==> src/rtl/eep_word_ptr_pkg.sv <==
package eep_word_ptr_pkg;

  // Width used for all address arithmetic. Callers narrow the result.
  localparam int MAX_W = 16;

  typedef logic [MAX_W-1:0] wide_addr_t;

  // Build the load address: page-select bits go above the word byte.
  function automatic wide_addr_t join_load(input wide_addr_t page, input logic [7:0] word);
    return (page << 8) | wide_addr_t'(word);
  endfunction

  // Read step: plain increment. The caller's truncation does the array wrap.
  function automatic wide_addr_t step_read(input wide_addr_t a);
    return a + wide_addr_t'(1);
  endfunction

  // Write step: increment only the bits under the page mask.
  function automatic wide_addr_t step_write(input wide_addr_t a, input int page_w);
    wide_addr_t pmask;
    pmask = (wide_addr_t'(1) << page_w) - wide_addr_t'(1);
    return (a & ~pmask) | ((a + wide_addr_t'(1)) & pmask);
  endfunction

endpackage

==> src/rtl/eep_word_ptr_load.sv <==
module eep_word_ptr_load #(
  parameter int ADDR_W     = 11,
  parameter int DEV_PAGE_W = 3
) (
  input  logic [DEV_PAGE_W-1:0] dev_page_i,
  input  logic [7:0]            word_i,
  output logic [ADDR_W-1:0]     load_val_o
);
  import eep_word_ptr_pkg::*;

  wide_addr_t joined;

  // Any bits above ADDR_W are dropped by the narrowing cast.
  assign joined     = join_load(wide_addr_t'(dev_page_i), word_i);
  assign load_val_o = ADDR_W'(joined);

endmodule

==> src/rtl/eep_word_ptr_step.sv <==
module eep_word_ptr_step #(
  parameter int ADDR_W = 11,
  parameter int PAGE_W = 4
) (
  input  logic [ADDR_W-1:0] cur_i,
  input  logic              incr_i,
  input  logic              is_write_i,
  output logic [ADDR_W-1:0] wr_next_o,
  output logic [ADDR_W-1:0] rd_next_o,
  output logic              wr_wrap_o,
  output logic              rd_wrap_o
);
  import eep_word_ptr_pkg::*;

  wide_addr_t cur_ext;
  wide_addr_t rd_ext;

  assign cur_ext   = wide_addr_t'(cur_i);
  assign rd_ext    = step_read(cur_ext);
  assign rd_next_o = ADDR_W'(rd_ext);
  assign rd_wrap_o = incr_i & ~is_write_i & (&cur_i);

  generate
    if (PAGE_W >= ADDR_W) begin : g_flat
      // One page covers the whole array, so both rules are the same.
      assign wr_next_o = rd_next_o;
      assign wr_wrap_o = incr_i & is_write_i & (&cur_i);
    end else begin : g_paged
      wide_addr_t wr_ext;
      assign wr_ext    = step_write(cur_ext, PAGE_W);
      assign wr_next_o = ADDR_W'(wr_ext);
      assign wr_wrap_o = incr_i & is_write_i & (&cur_i[PAGE_W-1:0]);
    end
  endgenerate

endmodule

==> src/rtl/eep_word_ptr_reg.sv <==
module eep_word_ptr_reg #(
  parameter int ADDR_W = 11
) (
  input  logic              clk,
  input  logic              rst_n,
  input  logic              load_i,
  input  logic              incr_i,
  input  logic              is_write_i,
  input  logic [ADDR_W-1:0] load_val_i,
  input  logic [ADDR_W-1:0] wr_next_i,
  input  logic [ADDR_W-1:0] rd_next_i,
  output logic [ADDR_W-1:0] addr_q
);

  logic [ADDR_W-1:0] nxt;

  // Priority: load, then step, then hold.
  always_comb begin
    if (load_i)      nxt = load_val_i;
    else if (incr_i) nxt = is_write_i ? wr_next_i : rd_next_i;
    else             nxt = addr_q;
  end

  always_ff @(posedge clk or negedge rst_n) begin
    if (!rst_n) addr_q <= '0;
    else        addr_q <= nxt;
  end

endmodule

==> src/rtl/eep_word_ptr.sv <==
module eep_word_ptr #(
  parameter int ADDR_W     = 11,
  parameter int PAGE_W     = 4,
  parameter int DEV_PAGE_W = 3
) (
  input  logic                  clk,
  input  logic                  rst_n,
  input  logic                  load_i,
  input  logic [DEV_PAGE_W-1:0] dev_page_i,
  input  logic [7:0]            word_i,
  input  logic                  incr_i,
  input  logic                  is_write_i,
  output logic [ADDR_W-1:0]     addr_o
);

  generate
    if (ADDR_W > eep_word_ptr_pkg::MAX_W || PAGE_W < 1 || ADDR_W < 1) begin : g_bad_cfg
      $error("eep_word_ptr: unsupported width parameters");
    end
  endgenerate

  // Internal events, named so that the bound checker can see them.
  logic [ADDR_W-1:0] load_val_w;
  logic [ADDR_W-1:0] wr_next_w;
  logic [ADDR_W-1:0] rd_next_w;
  logic              wr_wrap_w;
  logic              rd_wrap_w;

  eep_word_ptr_load #(.ADDR_W(ADDR_W), .DEV_PAGE_W(DEV_PAGE_W)) i_load (
    .dev_page_i (dev_page_i),
    .word_i     (word_i),
    .load_val_o (load_val_w)
  );

  eep_word_ptr_step #(.ADDR_W(ADDR_W), .PAGE_W(PAGE_W)) i_step (
    .cur_i      (addr_o),
    .incr_i     (incr_i),
    .is_write_i (is_write_i),
    .wr_next_o  (wr_next_w),
    .rd_next_o  (rd_next_w),
    .wr_wrap_o  (wr_wrap_w),
    .rd_wrap_o  (rd_wrap_w)
  );

  eep_word_ptr_reg #(.ADDR_W(ADDR_W)) i_reg (
    .clk        (clk),
    .rst_n      (rst_n),
    .load_i     (load_i),
    .incr_i     (incr_i),
    .is_write_i (is_write_i),
    .load_val_i (load_val_w),
    .wr_next_i  (wr_next_w),
    .rd_next_i  (rd_next_w),
    .addr_q     (addr_o)
  );

endmodule

==> config.mk <==
export PLATFORM = sky130hd
export DESIGN_NAME = eep_word_ptr
export DESIGN_NICKNAME = d
export VERILOG_FILES = /design/src/rtl/eep_word_ptr_pkg.sv /design/src/rtl/eep_word_ptr_load.sv /design/src/rtl/eep_word_ptr_step.sv /design/src/rtl/eep_word_ptr_reg.sv /design/src/rtl/eep_word_ptr.sv
export SDC_FILE = /design/constraint.sdc
export NUM_CORES = 1
export LEC_CHECK = 0
export ABC_CLOCK_PERIOD_IN_PS = 2200
export BUFFER_PORTS_ARGS = -buffer_cell sky130_fd_sc_hd__buf_2
export CORE_AREA = 2 2 41 43
export DETAILED_ROUTE_END_ITERATION = 6
export DIE_AREA = 0 0 43 45
export GPL_TIMING_DRIVEN = 0
export HOLD_SLACK_MARGIN = 0.15
export PLACE_DENSITY = 0.83
export SLEW_MARGIN = 40
export SYNTH_ARGS = -nofsm -noshare
export SYNTH_HDL_FRONTEND = slang
export SYNTH_SLANG_ARGS = --single-unit
==> constraint.sdc <==
create_clock -name clk -period 2.2 [get_ports clk]
set_input_delay 0.33 -clock clk [delete_from_list [all_inputs] [get_ports clk]]
set_output_delay 0.33 -clock clk [all_outputs]
set_load 0.02 [all_outputs]
==> results of run 1 <==
==> cell type report <==
| class | instances | area, um2 |
|---|---|---|
| sequential | 11 | 275 |
| inverter | 2 | 7.51 |
| multi-input combinational | 54 | 363 |
| clock buffer | 4 | 26.3 |
| timing repair buffer | 25 | 130 |
| buffer | 3 | 26.3 |
| fill | 149 | 623 |
| tap | 16 | 20.0 |
==> path summary, 6_finish.rpt <==
kind / slack (ns) / to / cells past startpoint / startpoint
max in group asynchronous: 1.54 / i_reg.addr_q[1] / 2 / rst_n
min reg2reg: 0.63 / i_reg.addr_q[7] / 2 / i_reg.addr_q[7]
max reg2reg: 0.55 / i_reg.addr_q[8] / 4 / i_reg.addr_q[0]
max: 0.55 / i_reg.addr_q[8] / 4 / i_reg.addr_q[0]
min: 0.26 / i_reg.addr_q[4] / 3 / word_i[4]
min in group asynchronous: 0.45 / i_reg.addr_q[3] / 2 / rst_n
==> critical path: stages (launching register included) <==
cell	delay [ns]
dfrtp_1	0.43
ha_1	0.19
nand3_1	0.23
or4_1	0.52
a31oi_1	0.19
==> logic make-up (layout without fill, tap and decap cells) <==
kind of cell	count (synthesis)	after routing	share of synthesized area, %
xor gates and xnor gates	3	3	3.91
DFF	11	11	41.0
buffers and inverters	5	34	5.03
AOI/OAI and AO/OA	14	14	13.8
muxes	2	2	3.17
and+or+nand+nor	34	34	31.3
adders and majority gates	1	1	1.86
==> power breakdown <==
part	internal, mW	total [mW]	switching [mW]	leakage (nW)
sequential	0.225	0.256	0.0305	0.129
combinational	0.0622	0.146	0.0837	0.240
clock	0.0703	0.141	0.0708	0.0150
total	0.358	0.543	0.185	0.383
==> Yosys cell counts <==
cell	n
dfrtp_1	11
nand2_1	9
nand3_1	6
or4_1	5
o21ai_0	4
nor2_1	3
o211ai_1	3
o31ai_1	3
a22oi_1	2
a31oi_1	2
buf_6	2
nand3b_1	2
nand4_1	2
nor2b_1	2
xnor2_1	2
clkbuf_1	1
clkinv_1	1
ha_1	1
inv_1	1
mux2_2	1
mux2i_1	1
nand2b_1	1
nand4b_4	1
nand4bb_1	1
nor4_1	1
or4b_1	1
xor2_1	1
==> timing repair <==
action | 4_1_cts | 5_1_grt
endpoints found under the hold margin | 11 | 0
buffers inserted | 0 | 0
gates resized for setup | 0 | 0
hold buffers | 1 | 0
==> through the flow <==
step | instances | util (%) | worst slack [ns] | total power [mW]
after floorplan | 70 | - | 0.602 | 0.348
after CTS | 115 | 57.7 | 0.553 | 0.543
final | 115 | 57.7 | 0.552 | 0.543
after global placement | 110 | 55.2 | 0.624 | 0.397
after detailed placement | 110 | 55.2 | 0.591 | 0.405
after global routing | 115 | 57.7 | 0.444 | 0.572
==> routing by layer <==
layer | global-route usage, % | up-vias
met5 | 0 | -
met4 | 10.3 | 0
met3 | 3.60 | 3
met2 | 31.5 | 28
met1 | 23.0 | 305
li1 | - | 322
==> summary.md, run 1 <==
| Metric | Value |
|---|---|
| DRT Wirelength | 1630 um |
| Setup TNS | 0 ns |
| Period utilisation layout | 74.9% |
| Most frequent cells in the layout | buf_2 (24), dfrtp_1 (11), nand2_1 (9) |
| IO buf count | 24 |
| H-Tree Depth | 1 |
| Mapped Nets | 87 |
| Static Leak | 0.383 nW |
| Top post-synthesis cells by area | dfrtp_1 (41%), or4_1 (5.6%), nand2_1 (5.0%), nand3_1 (4.5%), nand4b_4 (3.5%) |
| Hold_ws | 0.263 ns |
| Syn Inst Count | 70 |
| Largest register FFs | 11 |
| Slew Limit Fails | 0 |
| Commonest non-fill, non-tap cell in the layout | buf_2 |
| Final Hold Vio Count | 0 |
| Reg clk slew, reported paths | 0.07 ns |
| First DRT Iteration DRCs | 2 |
| Die ar. | 0.00194 mm2 |
| Area Overhead vs Synth | 26.3% |
| Post-Syn Area | 672 um2 |
| Drt first pass iters | 4 |
| Detailed-route via count | 658 |
| Final worst clock skew | 0.00240 ns |
| Root Buffer Master | clkbuf_4 |
| CP endpoint kind | flop |
| Met3 routed WL | 127 um |
| Core area | 0.00147 mm2 |
| GRT Overall Usage | 18.8% |
| Count of different cell masters after synthesis | 27 |
| Synth top area share | 41.0% |
| Tightest Hold Check Type | in2reg |
| Vias per inst | 5.72 |
| DR top layer | met4 |
| Largest regs | i_reg.addr_q: 11 flops |
| Sequential cell area fraction in the yosys report | 41.0% |
| Worst setup SP type | flop |
| Unrepaired setup endpoints after global routing | no |
| Max FO, Critical Path | 8 |
| Initial antenna violation count | 0 |
| Post-Route M1 WL | 691 um |
| Final GP Congestion | 0.789 |
| Critical Path AT | 1.84 ns |
| Max Freq | 607 MHz |
| Placed cell areas | 812 um2 |
| Crit Path Category | reg2reg |
| Nets | 117 |
| WL/cell | 14.2 um |
| Outcome | completed |
| Tmin final | 1.65 ns |
| Initial Utilization | 45.7% |
| PwrDens | 640 mW/mm2 |
| CTS buffer count | 3 |
| Share of cells above drive strength 1 | 31.3% |
| Yosys reg bits | 11 |
| CTS tree | yes |
| Final Instance Area | 848 um2 |
| Final setup vio count | 0 |
| Dpl hpwl | 1200 um |
| Met2 WL post-DR | 785 um |
| Largest net degree at the start of global routing | 12 |
| Number of global-route vias before repair | 635 |
| Residual DRC | 0 |
| Post-synthesis area per instance | 9.60 um2 |
| Post-DRT Antenna Nets | 0 |
| Worst EP required | 2.39 ns |
| I/O Pins | 27 |
| TritonCTS Sinks | 11 |
| Biggest register | i_reg.addr_q |
| Chip Height | 45 um |
| GR Overflow Total | 0 |
| Slew @ Worst Pin | 0.403 ns |
| Clk buf depth | 2 |
| Row count | 14 |
| Chip width | 43 um |
| First-pass GRT wire length | 2730 um |
| Worst VDD drop | 0.428 mV |
| Clock latency on the worst-skew pair | 0.27 ns |
| Synth warnings | 0 |
| Inserted Diodes | 0 |
| Post-synth top area cell | dfrtp_1 |
| Max cap viols | 0 |
| Rel. slew slack | 73.1% |
(Power assumes the default switching activity.)
==> run 2, diff against run 1 <==
--- a/config.mk
+++ b/config.mk
@@ -5,14 +5,15 @@
 export SDC_FILE = /design/constraint.sdc
 export NUM_CORES = 1
 export LEC_CHECK = 0
-export ABC_CLOCK_PERIOD_IN_PS = 2200
+export ABC_AREA = 1
+export ABC_CLOCK_PERIOD_IN_PS = 1400
 export BUFFER_PORTS_ARGS = -buffer_cell sky130_fd_sc_hd__buf_2
-export CORE_AREA = 2 2 41 43
+export CORE_AREA = 2 2 45 47
 export DETAILED_ROUTE_END_ITERATION = 6
-export DIE_AREA = 0 0 43 45
+export DIE_AREA = 0 0 47 49
 export GPL_TIMING_DRIVEN = 0
 export HOLD_SLACK_MARGIN = 0.15
-export PLACE_DENSITY = 0.83
+export PLACE_DENSITY = 0.78
 export SLEW_MARGIN = 40
 export SYNTH_ARGS = -nofsm -noshare
 export SYNTH_HDL_FRONTEND = slang
==> constraint.sdc (replaced) <==
create_clock -name clk -period 1.4 [get_ports clk]
set_input_delay 0.21 -clock clk [delete_from_list [all_inputs] [get_ports clk]]
set_output_delay 0.21 -clock clk [all_outputs]
set_load 0.02 [all_outputs]
==> summary.md, run 2 <==
| Metric | Value |
|---|---|
| Worst setup path endpoint | i_reg.addr_q[10] |
| Yosys reg bits | 11 |
| Inserted Diodes | 0 |
| GR Overflow Total | 0 |
| Static Leak | 0.517 nW |
| Final GP Congestion | 0.767 |
| Initial Utilization | 40.1% |
| Final worst clock skew | 0.00550 ns |
| Top post-synthesis cells by area | dfrtp_1 (37%), nand2_1 (21%), nand3_1 (8.1%), inv_1 (7.6%), nor2_1 (7.1%) |
| Critical Path AT | 1.45 ns |
| Worst EP required | 1.56 ns |
| Clock latency on the worst-skew pair | 0.27 ns |
| Crit Path Category | reg2reg |
| Reg clk slew, reported paths | 0.07 ns |
| Share of cells above drive strength 1 | 23.8% |
| Setup TNS | 0 ns |
| Chip Height | 49 um |
| DRT Wirelength | 1820 um |
| Largest stage delay, worst path | 0.43 ns |
| Most frequent cells in the layout | nand2_1 (42), buf_2 (26), inv_1 (15) |
| Die ar. | 0.00230 mm2 |
| Area Overhead vs Synth | 30.0% |
| Biggest register | i_reg.addr_q |
| FF-to-FF setup slack | 0.11 ns |
| Synth Flop Type | dfrtp_1 |
| Worst VDD drop | 0.691 mV |
| PwrDens | 913 mW/mm2 |
| I/O Pins | 27 |
| Slew @ Worst Pin | 0.256 ns |
| Detailed-route via count | 817 |
| Max cap viols | 0 |
| GRT Overall Usage | 19.5% |
| First-pass GRT wire length | 3260 um |
| Number of global-route vias before repair | 819 |
| First DRT Iteration DRCs | 6 |
| Most frequent CP cell | nand3_1 |
| Clk buf depth | 2 |
| Largest net degree at the start of global routing | 12 |
| Max FO, Critical Path | 6 |
| Initial antenna violation count | 0 |
| Dpl hpwl | 1410 um |
| Worst setup SP type | flop |
| Reg-to-reg critical path endpoint | i_reg.addr_q[10] |
| Number of flops mapped to enable cells by yosys | 0 |
| Synth warnings | 0 |
| Synth top area share | 37.3% |
| Post-synthesis area per instance | 6.48 um2 |
| CP endpoint kind | flop |
| Count of different cell masters after synthesis | 17 |
| Crit Reg-Reg Startpoint | i_reg.addr_q[1] |
| Count leader, synth | nand2_1 |
| Final setup vio count | 0 |
| Root Buffer Master | clkbuf_4 |
| Critical Path Start | i_reg.addr_q[1] |
| Crit path depth | 6 |
| WL/cell | 10.5 um |
| Core area | 0.00184 mm2 |
| IO buf count | 26 |
| Placed cell count | 167 |
| Crit path buffers/inverters | 0 |
| Max Freq | 775 MHz |
| H-Tree Depth | 1 |
| Largest regs | i_reg.addr_q: 11 flops |
| Non-filler cells, final | 174 |
| Most frequent cells after synthesis | nand2_1 (42), inv_1 (15), nor2_1 (14) |
| Outcome | completed |
| Residual DRC | 0 |
| Vias per inst | 4.70 |
| Period utilisation layout | 92.2% |
| CTS buffer count | 3 |
| Post-Syn Area | 738 um2 |
| Sequential cell area fraction in the yosys report | 37.3% |
| TritonCTS Sinks | 11 |
| Crit path max-delay family | simple AND/OR/NAND/NOR gates |
| Chip width | 47 um |
| Drt first pass iters | 2 |
| Post-synth top area cell | dfrtp_1 |
| Row count | 16 |
| Largest register FFs | 11 |
| Slowest cell on the critical path | dfrtp_1 |
| R2R cell count | 6 |
| Final Hold Vio Count | 0 |
| Unrepaired setup endpoints after global routing | no |
| Mapped Nets | 131 |
| Fin worst setup slack | 0.109 ns |
| Tmin final | 1.29 ns |
| Slew Limit Fails | 0 |
| Crit path cell chain | ha_1, nand3_2, nor2_4, nand3_1, nand3_1, nand2_1 |
| Final Power | 876 uW |
| CTS tree | yes |
| Nets | 165 |
| Rel. slew slack | 82.9% |
| Tightest Hold Check Type | in2reg |
| Post-DRT Antenna Nets | 0 |
| Worst slack, placed | 0.0994 ns |
| Commonest non-fill, non-tap cell in the layout | nand2_1 |
| Asr flop ratio synth | 100% |
| Syn Inst Count | 114 |
==> run 2: logic make-up after synthesis <==
logic type                 after synthesis  share of synthesized area, %
AOI/OAI and AO/OA                       12                          8.81
xor gates and xnor gates                 2                          2.37
adders and majority gates                1                          1.69
buffers and inverters                   16                          8.64
DFF                                     11                          37.3
and+or+nand+nor                         72                          41.2
==> run 2: area by class of cell <==
| type | instances | area, um2 |
|---|---|---|
| clock buffers | 4 | 26.3 |
| repair buffers | 29 | 160 |
| multi-input cells | 87 | 399 |
| plain buffers | 1 | 7.51 |
| flip-flops and latches | 11 | 277 |
| fillers | 203 | 882 |
| inverters | 15 | 56.3 |
| well taps | 27 | 33.8 |
==> run 2: worst reg2reg max path, cell delays in order, from the launching register on <==
cell and delay [ns]:
dfrtp_1 0.43, ha_1 0.22, nand3_2 0.13, nor2_4 0.18, nand3_1 0.09, nand3_1 0.09
nand2_1 0.05
==> run 2: stage by stage <==
stage	utilization, %	hold WS, ns	cell area [um2]
final	52.1	0.155	960
after global routing	52.1	0.168	960
after CTS	52.0	0.155	958
after detailed placement	49.0	0.0967	902
after global placement	49.0	0.0943	902
after floorplan	-	-0.0856	738
==> run 2: power breakdown <==
part / leakage [nW] / internal [mW] / switching [mW]
clock network: 0.0150 / 0.111 / 0.113
logic: 0.371 / 0.0955 / 0.155
registers: 0.131 / 0.353 / 0.0492
==> run 2: what timing repair did <==
action                     4_1_cts  5_1_grt
setup endpoints to repair        0        2
setup buffers                    0        0
hold buffers                     3        0
hold endpoints to repair        13        0
gates resized for setup          0        1
==> run 2: worst min path at each step <==
stage,startpoint,to,slack (ns),cells after the start
floorplan,rst_n,i_reg.addr_q[0],-0.09,0
global placement,rst_n,i_reg.addr_q[6],0.09,1
detailed placement,rst_n,i_reg.addr_q[6],0.1,1
CTS,word_i[1],i_reg.addr_q[1],0.15,3
global route,word_i[4],i_reg.addr_q[4],0.17,3
finish,word_i[1],i_reg.addr_q[1],0.16,3
==> run 2: per-layer routing <==
layer  GRT usage, %  wire [um]
met1           20.7        784
met2           34.2        904
met3           4.07         84
met4           9.72         45
met5              0          0
